`config.mk`:
```
export PLATFORM = sky130hd
export DESIGN_NAME = tmode_top
export DESIGN_NICKNAME = d
export VERILOG_FILES = /design/src/rtl/tmode_pkg.sv /design/src/rtl/tmode_fsm.sv /design/src/rtl/xnor_chain.sv /design/src/rtl/tmode_pinmux.sv /design/src/rtl/tmode_top.sv
export SDC_FILE = /design/constraint.sdc
export NUM_CORES = 1
export LEC_CHECK = 0
export ABC_AREA = 1
export CAP_MARGIN = 5
export CELL_PAD_IN_SITES_DETAIL_PLACEMENT = 0
export CELL_PAD_IN_SITES_GLOBAL_PLACEMENT = 1
export CORE_UTILIZATION = 15
export CTS_CLUSTER_DIAMETER = 120
export DETAILED_ROUTE_END_ITERATION = 7
export PLACE_DENSITY_LB_ADDON = 0.1
export SLEW_MARGIN = 40
export SYNTH_ARGS = -nofsm -noshare
export SYNTH_HDL_FRONTEND = slang
export SYNTH_HIERARCHICAL = 1
export SYNTH_SLANG_ARGS = --single-unit
```
`constraint.sdc`:
```
create_clock -name clk -period 2 [get_ports clk]
set_input_delay 0.4 -clock clk [delete_from_list [all_inputs] [get_ports clk]]
set_output_delay 0.4 -clock clk [all_outputs]
set_load 0.005 [all_outputs]
```
`src/rtl/tmode_pkg.sv`:
```
package tmode_pkg;
    localparam int N_DED  = 10;
    localparam int N_DCH  = N_DED + 1;
    localparam int N_BIDI = 20;
    localparam int N_OUTO = 13;
    localparam int CODE_W = 4;
    localparam int RST_POS = 6;

    typedef enum logic [2:0] {
        ST_HOLD,
        ST_NORMAL,
        ST_FLOAT,
        ST_INTREE,
        ST_BIDITREE
    } tm_state_e;

    function automatic tm_state_e decode_code(input logic [CODE_W-1:0] c);
        case (c)
            4'b0010: decode_code = ST_FLOAT;
            4'b0011: decode_code = ST_INTREE;
            4'b0100: decode_code = ST_BIDITREE;
            default: decode_code = ST_NORMAL;
        endcase
    endfunction

    function automatic int bidi_src(input int k);
        case (k)
            0: bidi_src = 0;    1: bidi_src = 1;    2: bidi_src = 2;
            3: bidi_src = 10;   4: bidi_src = 11;   5: bidi_src = 9;
            6: bidi_src = 3;    7: bidi_src = 8;    8: bidi_src = 13;
            9: bidi_src = 7;    10: bidi_src = 14;  11: bidi_src = 6;
            12: bidi_src = 15;  13: bidi_src = 5;   14: bidi_src = 16;
            15: bidi_src = 4;   16: bidi_src = 17;  17: bidi_src = 12;
            18: bidi_src = 18;  default: bidi_src = 19;
        endcase
    endfunction
endpackage

```
`src/rtl/tmode_fsm.sv`:
```
module tmode_fsm
    import tmode_pkg::*;
(
    input  logic              clk,
    input  logic              rst_n,
    input  logic [CODE_W-1:0] code,
    output tm_state_e         state
);
    tm_state_e state_q, state_d;

    always_ff @(posedge clk or negedge rst_n) begin
        if (!rst_n) state_q <= ST_HOLD;
        else        state_q <= state_d;
    end

    always_comb begin
        state_d = state_q;
        unique case (state_q)
            ST_HOLD:     state_d = decode_code(code);
            ST_NORMAL,
            ST_FLOAT,
            ST_INTREE,
            ST_BIDITREE: state_d = state_q;
            default:     state_d = ST_HOLD;
        endcase
    end

    assign state = state_q;


    mode_hold_chk: assert property (@(posedge clk) disable iff (!rst_n)
        (state_q != ST_HOLD) |=> $stable(state_q));


    reserved_normal_chk: assert property (@(posedge clk) disable iff (!rst_n)
        (state_q == ST_HOLD && code == 4'b0001) |=> (state_q == ST_NORMAL));
endmodule

```
`src/rtl/xnor_chain.sv`:
```
module xnor_chain #(
    parameter int N = 8
) (
    input  logic [N-1:0] din,
    output logic         res
);
    logic [N:0] stage;
    assign stage[0] = 1'b1;
    for (genvar k = 0; k < N; k++) begin : g_stage
        assign stage[k+1] = ~(stage[k] ^ din[k]);
    end
    assign res = stage[N];
endmodule

```
`src/rtl/tmode_pinmux.sv`:
```
module tmode_pinmux
    import tmode_pkg::*;
(
    input  tm_state_e         state,
    input  logic              ded_res,
    input  logic              bidi_res,
    input  logic [N_BIDI-1:0] core_bidi_out,
    input  logic [N_BIDI-1:0] core_bidi_oe,
    input  logic [N_OUTO-1:0] core_outo_out,
    input  logic [N_OUTO-1:0] core_outo_oe,
    output logic [N_BIDI-1:0] bidi_out,
    output logic [N_BIDI-1:0] bidi_oe,
    output logic [N_OUTO-1:0] outo_out,
    output logic [N_OUTO-1:0] outo_oe
);
    always_comb begin
        bidi_out = core_bidi_out;
        bidi_oe  = core_bidi_oe;
        outo_out = core_outo_out;
        outo_oe  = core_outo_oe;
        unique case (state)
            ST_HOLD, ST_NORMAL: ;
            ST_FLOAT: begin
                bidi_oe = '0;
                outo_oe = '0;
            end
            ST_INTREE: begin
                bidi_out = {N_BIDI{ded_res}};
                bidi_oe  = '1;
            end
            ST_BIDITREE: begin
                bidi_oe  = '0;
                outo_out = {N_OUTO{bidi_res}};
                outo_oe  = '1;
            end
            default: ;
        endcase
    end
endmodule

```
`src/rtl/tmode_top.sv`:
```
module tmode_top
    import tmode_pkg::*;
(
    input  logic              clk,
    input  logic              rst_n,
    input  logic [CODE_W-1:0] tmode_code,
    input  logic [N_DED-1:0]  ded_in,
    input  logic [N_BIDI-1:0] bidi_in,
    input  logic [N_BIDI-1:0] core_bidi_out,
    input  logic [N_BIDI-1:0] core_bidi_oe,
    input  logic [N_OUTO-1:0] core_outo_out,
    input  logic [N_OUTO-1:0] core_outo_oe,
    input  logic              core_xtal_out,
    output logic [N_BIDI-1:0] bidi_out,
    output logic [N_BIDI-1:0] bidi_oe,
    output logic [N_OUTO-1:0] outo_out,
    output logic [N_OUTO-1:0] outo_oe,
    output logic              xtal_out
);
    tm_state_e         state;
    logic [N_DCH-1:0]  ded_vec;
    logic [N_BIDI-1:0] bidi_vec;
    logic              ded_res, bidi_res;

    assign ded_vec = {ded_in[N_DED-1:RST_POS], rst_n, ded_in[RST_POS-1:0]};

    for (genvar k = 0; k < N_BIDI; k++) begin : g_bidi_order
        assign bidi_vec[k] = bidi_in[bidi_src(k)];
    end

    tmode_fsm u_fsm (
        .clk   (clk),
        .rst_n (rst_n),
        .code  (tmode_code),
        .state (state)
    );

    xnor_chain #(.N(N_DCH)) u_ded_chain (
        .din (ded_vec),
        .res (ded_res)
    );

    xnor_chain #(.N(N_BIDI)) u_bidi_chain (
        .din (bidi_vec),
        .res (bidi_res)
    );

    tmode_pinmux u_mux (
        .state         (state),
        .ded_res       (ded_res),
        .bidi_res      (bidi_res),
        .core_bidi_out (core_bidi_out),
        .core_bidi_oe  (core_bidi_oe),
        .core_outo_out (core_outo_out),
        .core_outo_oe  (core_outo_oe),
        .bidi_out      (bidi_out),
        .bidi_oe       (bidi_oe),
        .outo_out      (outo_out),
        .outo_oe       (outo_oe)
    );

    assign xtal_out = core_xtal_out;


    float_quiet_chk: assert property (@(posedge clk) disable iff (!rst_n)
        (state == ST_FLOAT) |-> (bidi_oe == '0 && outo_oe == '0));


    intree_uniform_chk: assert property (@(posedge clk) disable iff (!rst_n)
        (state == ST_INTREE) |-> (bidi_oe == '1 && (bidi_out == '0 || bidi_out == '1)));


    biditree_drive_chk: assert property (@(posedge clk) disable iff (!rst_n)
        (state == ST_BIDITREE) |-> (outo_oe == '1 && bidi_oe == '0
                                     && (outo_out == '0 || outo_out == '1)));


    normal_pass_chk: assert property (@(posedge clk) disable iff (!rst_n)
        (state == ST_NORMAL) |-> (bidi_oe == core_bidi_oe && outo_oe == core_outo_oe));
endmodule

```
# Word-level counts from Yosys, hierarchy flattened
# Cells that the tools add are included.
dict set report classes {
  mux 6
  eq_ne 7
  bitwise_logic 58
  n_reduce_logical 3
}
# op n
set op_table {}
lappend op_table {{case mux 20 bit (2 select lines)} 1}
lappend op_table {{inverter 1 bit} 29}
lappend op_table {{XOR 1 bit} 29}
lappend op_table {{case mux 13 bit (2 select lines)} 1}
lappend op_table {{2-to-1 mux 20 bit} 1}
lappend op_table {{2-to-1 mux 13 bit} 1}
lappend op_table {{case mux 3 bit (3 select lines)} 1}
lappend op_table {{equality test 4 x 2 -> 1 bit (second input constant)} 2}
lappend op_table {{equality test 3 x 2 -> 1 bit (second input constant)} 2}
lappend op_table {{case mux 3 bit (2 select lines)} 1}
lappend op_table {{equality test 4 x 3 -> 1 bit (second input constant)} 1}
lappend op_table {{OR reduction 4 bit} 1}
lappend op_table {{equality test 3 x 1 -> 1 bit (second input constant)} 1}
lappend op_table {{equality test 3 bit (second input constant)} 1}
lappend op_table {{zero test 3 bit} 1}
lappend op_table {{OR reduction 2 bit} 1}
dict set report word_totals {
  inputBits 103
  reg_bits 3
  wordCells 75
  output_inout_bits 67
}

# Longest topological paths before layout
# Gate-level depths: netlist (run 1).
dict set report logic_depth {
  ltp_word 39
  depth_mapped 16
  ltp_nobuf 15
}

# Modules after synthesis
# The synthesis (run 1) kept the hierarchy.
# module area_each_um2 seq_area_each_um2 cells_per_inst n_inst
set modules_own_cells {}
lappend modules_own_cells {tmode_pinmux 750.7 0.0 155 1}
lappend modules_own_cells {{xnor_chain (u_bidi_chain)} 329.1 0.0 78 1}
lappend modules_own_cells {{xnor_chain (u_ded_chain)} 191.4 0.0 47 1}
lappend modules_own_cells {tmode_fsm 153.9 75.1 20 1}
lappend modules_own_cells {tmode_top 7.5 0.0 1 1}

# Worst setup path after synthesis (run 1)
# OpenSTA, ideal clock, no wires.
dict set report synth_path {
  kind {input-to-output}
  from {input port bidi_in[6]}
  to {output port outo_out[10]}
  t_arrival_ns 1.452
  n_path_buf 1
  t_required_ns 1.600
  cell_stages 16
  path_slack_ns 0.148
  path_cell_list {nand2_1 inv_1 nor2_1 nand2_1 nand2_2 inv_2 nand2_2 nand2_1 nand2_1 nand2_1 nand2_1 inv_1 nor2_1 nand3_2 buf_2 nand2_1}
}
dict set report synth_between {
  elab_chain_cells 19
}
# item line
set synth_lines {}
lappend synth_lines {{from (decl)} tmode_top.sv:8} ;# input logic [N_BIDI-1:0] bidi_in,
lappend synth_lines {{XOR 1 bit} xnor_chain.sv:10} ;# assign stage[k+1] = ~(stage[k] ^ din[k]);
lappend synth_lines {{inverter 1 bit} xnor_chain.sv:10}
lappend synth_lines {{XOR 1 bit} xnor_chain.sv:10}
lappend synth_lines {{inverter 1 bit} xnor_chain.sv:10}
lappend synth_lines {{XOR 1 bit} xnor_chain.sv:10}
lappend synth_lines {{inverter 1 bit} xnor_chain.sv:10}
lappend synth_lines {{XOR 1 bit} xnor_chain.sv:10}
lappend synth_lines {{inverter 1 bit} xnor_chain.sv:10}
lappend synth_lines {{(+4 left out)} -}
lappend synth_lines {{XOR 1 bit} xnor_chain.sv:10}
lappend synth_lines {{inverter 1 bit} xnor_chain.sv:10}
lappend synth_lines {{XOR 1 bit} xnor_chain.sv:10}
lappend synth_lines {{inverter 1 bit} xnor_chain.sv:10}
lappend synth_lines {{XOR 1 bit} xnor_chain.sv:10}
lappend synth_lines {{inverter 1 bit} xnor_chain.sv:10}
lappend synth_lines {{via bidi_res} tmode_top.sv:23} ;# logic ded_res, bidi_res;
lappend synth_lines {{2-to-1 mux 13 bit} tmode_pinmux.sv:21} ;# unique case (state)
lappend synth_lines {{to (decl)} tmode_top.sv:16} ;# output logic [N_OUTO-1:0] outo_out,
# The timed path passes the listed nets, and every way through them passes these cells.

# Final worst setup path (run 1)
dict set report layout_path {
  from {input port bidi_in[19]}
  to {output port outo_out[0]}
}
dict set report layout_between {
  elab_chain_cells 3
}
# item line
set layout_lines {}
lappend layout_lines {{XOR 1 bit} xnor_chain.sv:10}
lappend layout_lines {{inverter 1 bit} xnor_chain.sv:10}
lappend layout_lines {{via bidi_res} tmode_top.sv:23}
lappend layout_lines {{2-to-1 mux 13 bit} tmode_pinmux.sv:21}
# The timed path passes the listed nets, and every way through them passes these cells.

==> summary.md, run 1 <==
The run finished, with violations left. The final reports fail on setup timing. Dividing the detail-routed via count by the number of cells gives 3.90. Clock-pin slew was measured on the worst setup and hold paths at 0.03 ns.

On the final layout, the worst clock skew is 0.00128 ns. Slowest library cell on the worst path: nor2_4. The number of antenna violations at the first check in global routing is 0, and the final worst-path setup slack is -0.241 ns.

Share of final-layout standard cells stronger than drive strength 1: 43.4%. The top cell types in the final layout, fill and taps aside, are nand2_1 (126), clkdlybuf4s50_1 (70), nand2_2 (41). In this run the most used layer during global routing was met2. The worst register-to-register path ends at u_fsm/state[0]. The cell area after synthesis came out at 1430 µm². The worst setup path is launched from an input pin. The time the final worst path needs with I/O delays and setup was 2.24 ns. The cell area after layout was 3900 µm²; the delay of the slowest cell on the worst path was 0.15 ns. After the first detailed-routing iteration, the DRC count stood at 22. The area of the core was 9240 µm². The cell row count is 35. The residual overflow from global routing is 0, and the height of the chip is 99.7 µm. The antenna diode count was 0.

The power density over the cells is 315 nW/µm². The starting utilization of the core area is 15.5%, and the average size of a mapped cell is 4.76 µm². For this run, the number of Yosys warnings is 6. The first global-routing pass estimated 10400 µm of wire. The data required time of the critical path is 1.60 ns.

The static leakage power is 2.05 nW, and the count of buffers inserted at the top-level ports is 167. The number of nets still failing antenna checks after routing is 0. The top cell family by delay on the critical path is simple AND/OR/NAND/NOR gates. Post-detailed-routing wire length: 6710 µm. For the vias after detailed routing, the log shows 2445. Across the run, the number of max-cap violations was 0.

The area enclosed by the die boundary was 9950 µm²; the total setup violations reported at the end of the flow was 13. Of the available clock period, the critical path in the final layout requires 112%. The worst slew slack as a fraction of its limit came out at 87.5%. Most common cell after layout, fill and taps aside: nand2_1. At the pin with the least slew margin, the transition time is 0.187 ns. The all-layer global routing usage is 12.8%, and the largest driver fanout on the critical path is 4. Setup repair after global routing could not meet its margin everywhere.

Number of I/O pins: 170. The H-tree depth is 1. The top achievable clock speed is 446 MHz. In the global route stage, met3 resource usage came out at 1.76%. The synthesized design contains 3 register bits. The detailed-route wire length per cell is 10.7 µm. At the end of the flow the core is filled with cells to 42.2%. The clock sink count came out at 3. The routability congestion estimate was 0.654. Data on the critical path arrives at its endpoint at 1.84 ns. Together, buffers and inverters on the worst path number 6.

The run gives 404 as the net count after synthesis. The later pin in the worst-skew pair is clocked with a latency of 0.21 ns. For met2 alone, demand over resource in global routing was 25.3%.

The final-layout worst hold slack was 0.106 ns. The worst setup path is of the in -> out kind. The endpoint kind of the worst setup timing path was a primary output. The DRC violation count after routing was 0; the number of flip-flops in the largest register was 3.

At the end of the flow, the number of nets in the layout was 602. Once placement finished, the instance area stood at 3270 µm². The root buffer cell is clkbuf_8. Synthesis produced a netlist whose cell count is 301. The total count of hold-check failures in the final report was 0.

The via count of the first global-routing pass is 2260. The pre-CTS setup slack was -0.970 ns; the first-pass iteration count of the detailed router was 4. Entering global routing, the biggest net connects 25 pins. The worst hold path belongs to the class in -> async.

Across all register-to-register paths, the minimum setup slack is 1.00 ns. IR analysis of the VDD net gives a maximum drop of 0.194 mV. TritonCTS built the clock tree. Compared with the post-synthesis result, the final layout area differs by 172%. For the proportion of synthesized chip area in sequential cells, the log shows 5.24%. The number of cells on the worst reg-to-reg path is 6. The number of clock buffers added by TritonCTS is 3. The startpoint identified for the worst register-to-register timing path is u_fsm/state[0]. After synthesis, the netlist uses 21 different library cells.

The tools report the fraction of met1 tracks used by global routing as 14.7%. After legalization and detailed placement, the total HPWL measured 4810 µm. The run gives 0 as the total count of max-transition violations in the final report.

The most prevalent standard cell on the critical path was nand2_1. The signal on the critical path passes through buf_6 > nand2_1 > inv_1 > nor2_1 > nand2_1 > nand2_1 > nand2_1 > nand4_1 > nand2_2 > nand2_2 > inv_2 > nor2_4 > nand3_4 > buf_6 > buf_6 > nand2_1 > buf_2. The floorplan step set the die width to 99.7 µm. Fill cells in the final layout number 972. The clock passes through at most 2 buffers.
## area by class of cell
| cell class | count | area, µm² | area share (%) |
|---|---|---|---|
| Inverter | 39 | 159 | 4.07 |
| Tap cell | 129 | 161 | 4.13 |
| Clock buffer | 4 | 45.0 | 1.15 |
| Timing Repair Buffer | 207 | 2050 | 52.5 |
| Multi-Input combinational cell | 245 | 1410 | 36.2 |
| Sequential cell | 3 | 77.6 | 1.99 |
## report_power, final
part / switching [W] / internal (W) / leakage, nW / total [W]
registers: 0.00000232 / 0.0000629 / 0.0314 / 0.0000652
logic: 0.000413 / 0.000578 / 2.00 / 0.000991
clock network: 0.0000376 / 0.000136 / 0.0228 / 0.000173
## worst reg2reg max path: stages, from the launching register on
cell and delay, ns:
dfrtp_2 0.43, buf_4 0.15, inv_1 0.05, nand2_1 0.07, a21oi_1 0.11, nand2_1 0.06, nand2_1 0.06
## Yosys cell counts
cell	n	share of area, %
a21oi_1	2	0.70
inv_1	34	8.9
nand2_2	4	1.7
or2_1	1	0.44
dfrtp_1	3	5.2
nand2_1	178	47
a21oi_2	1	0.61
nand3_1	27	9.4
nand4_1	1	0.44
xnor2_1	3	1.8
buf_2	1	0.35
xor2_1	2	1.2
nand3b_1	1	0.52
buf_4	6	3.1
nand2_4	2	1.6
nor2_1	13	3.4
nand3b_4	1	1.4
nand3_2	5	3.5
buf_6	8	6.3
nor2_2	3	1.3
inv_2	5	1.3
## cell families (layout without fill, tap and decap cells)
family          Yosys count  in the layout  synth area share [%]
flops                     3              3                  5.24
xor+xnor                  5              5                  3.06
compound gates            3              3                  1.31
simple gates            236            237                  70.4
buf+inv                  54            250                  20.0
## worst max path at each step
stage | startpoint | cells past startpoint | to
finish | bidi_in[19] | 17 | outo_out[0]
floorplan | bidi_in[6] | 16 | outo_out[10]
detailed placement | bidi_in[4] | 16 | outo_out[1]
CTS | bidi_in[1] | 19 | outo_out[0]
global placement | bidi_in[4] | 16 | outo_out[3]
global route | bidi_in[1] | 19 | outo_out[0]
## per-stage QoR
stage	total power [W]	TNS, ns	cells
final	0.00123	-1.94	627
after global routing	0.00133	-4.56	627
after CTS	0.00119	-3.46	624
after detailed placement	0.000887	-28.03	594
after global placement	0.000888	-27.27	594
after floorplan	0.000368	0	301
## layer usage
metal | wire (µm) | up-vias
met5 | 0 | -
met4 | 27 | 0
met3 | 403 | 4
met2 | 3520 | 81
met1 | 2760 | 1066
li1 | - | 1294
## what timing repair did
item / CTS / global route
endpoints found under the setup margin: 66 / 49
cloned: 6 / 1
gates resized for setup: 386 / 79
pin swaps: 86 / 32
hold buffers: 0 / 0
setup buffers: 22 / 6
Power figures use the tool's default switching activity.
==> run 2, diff against run 1 <==
- SLEW_MARGIN: 40 -> unset
==> results of run 2 <==
Final layout, timing and power as in run 1 (identical DEF).
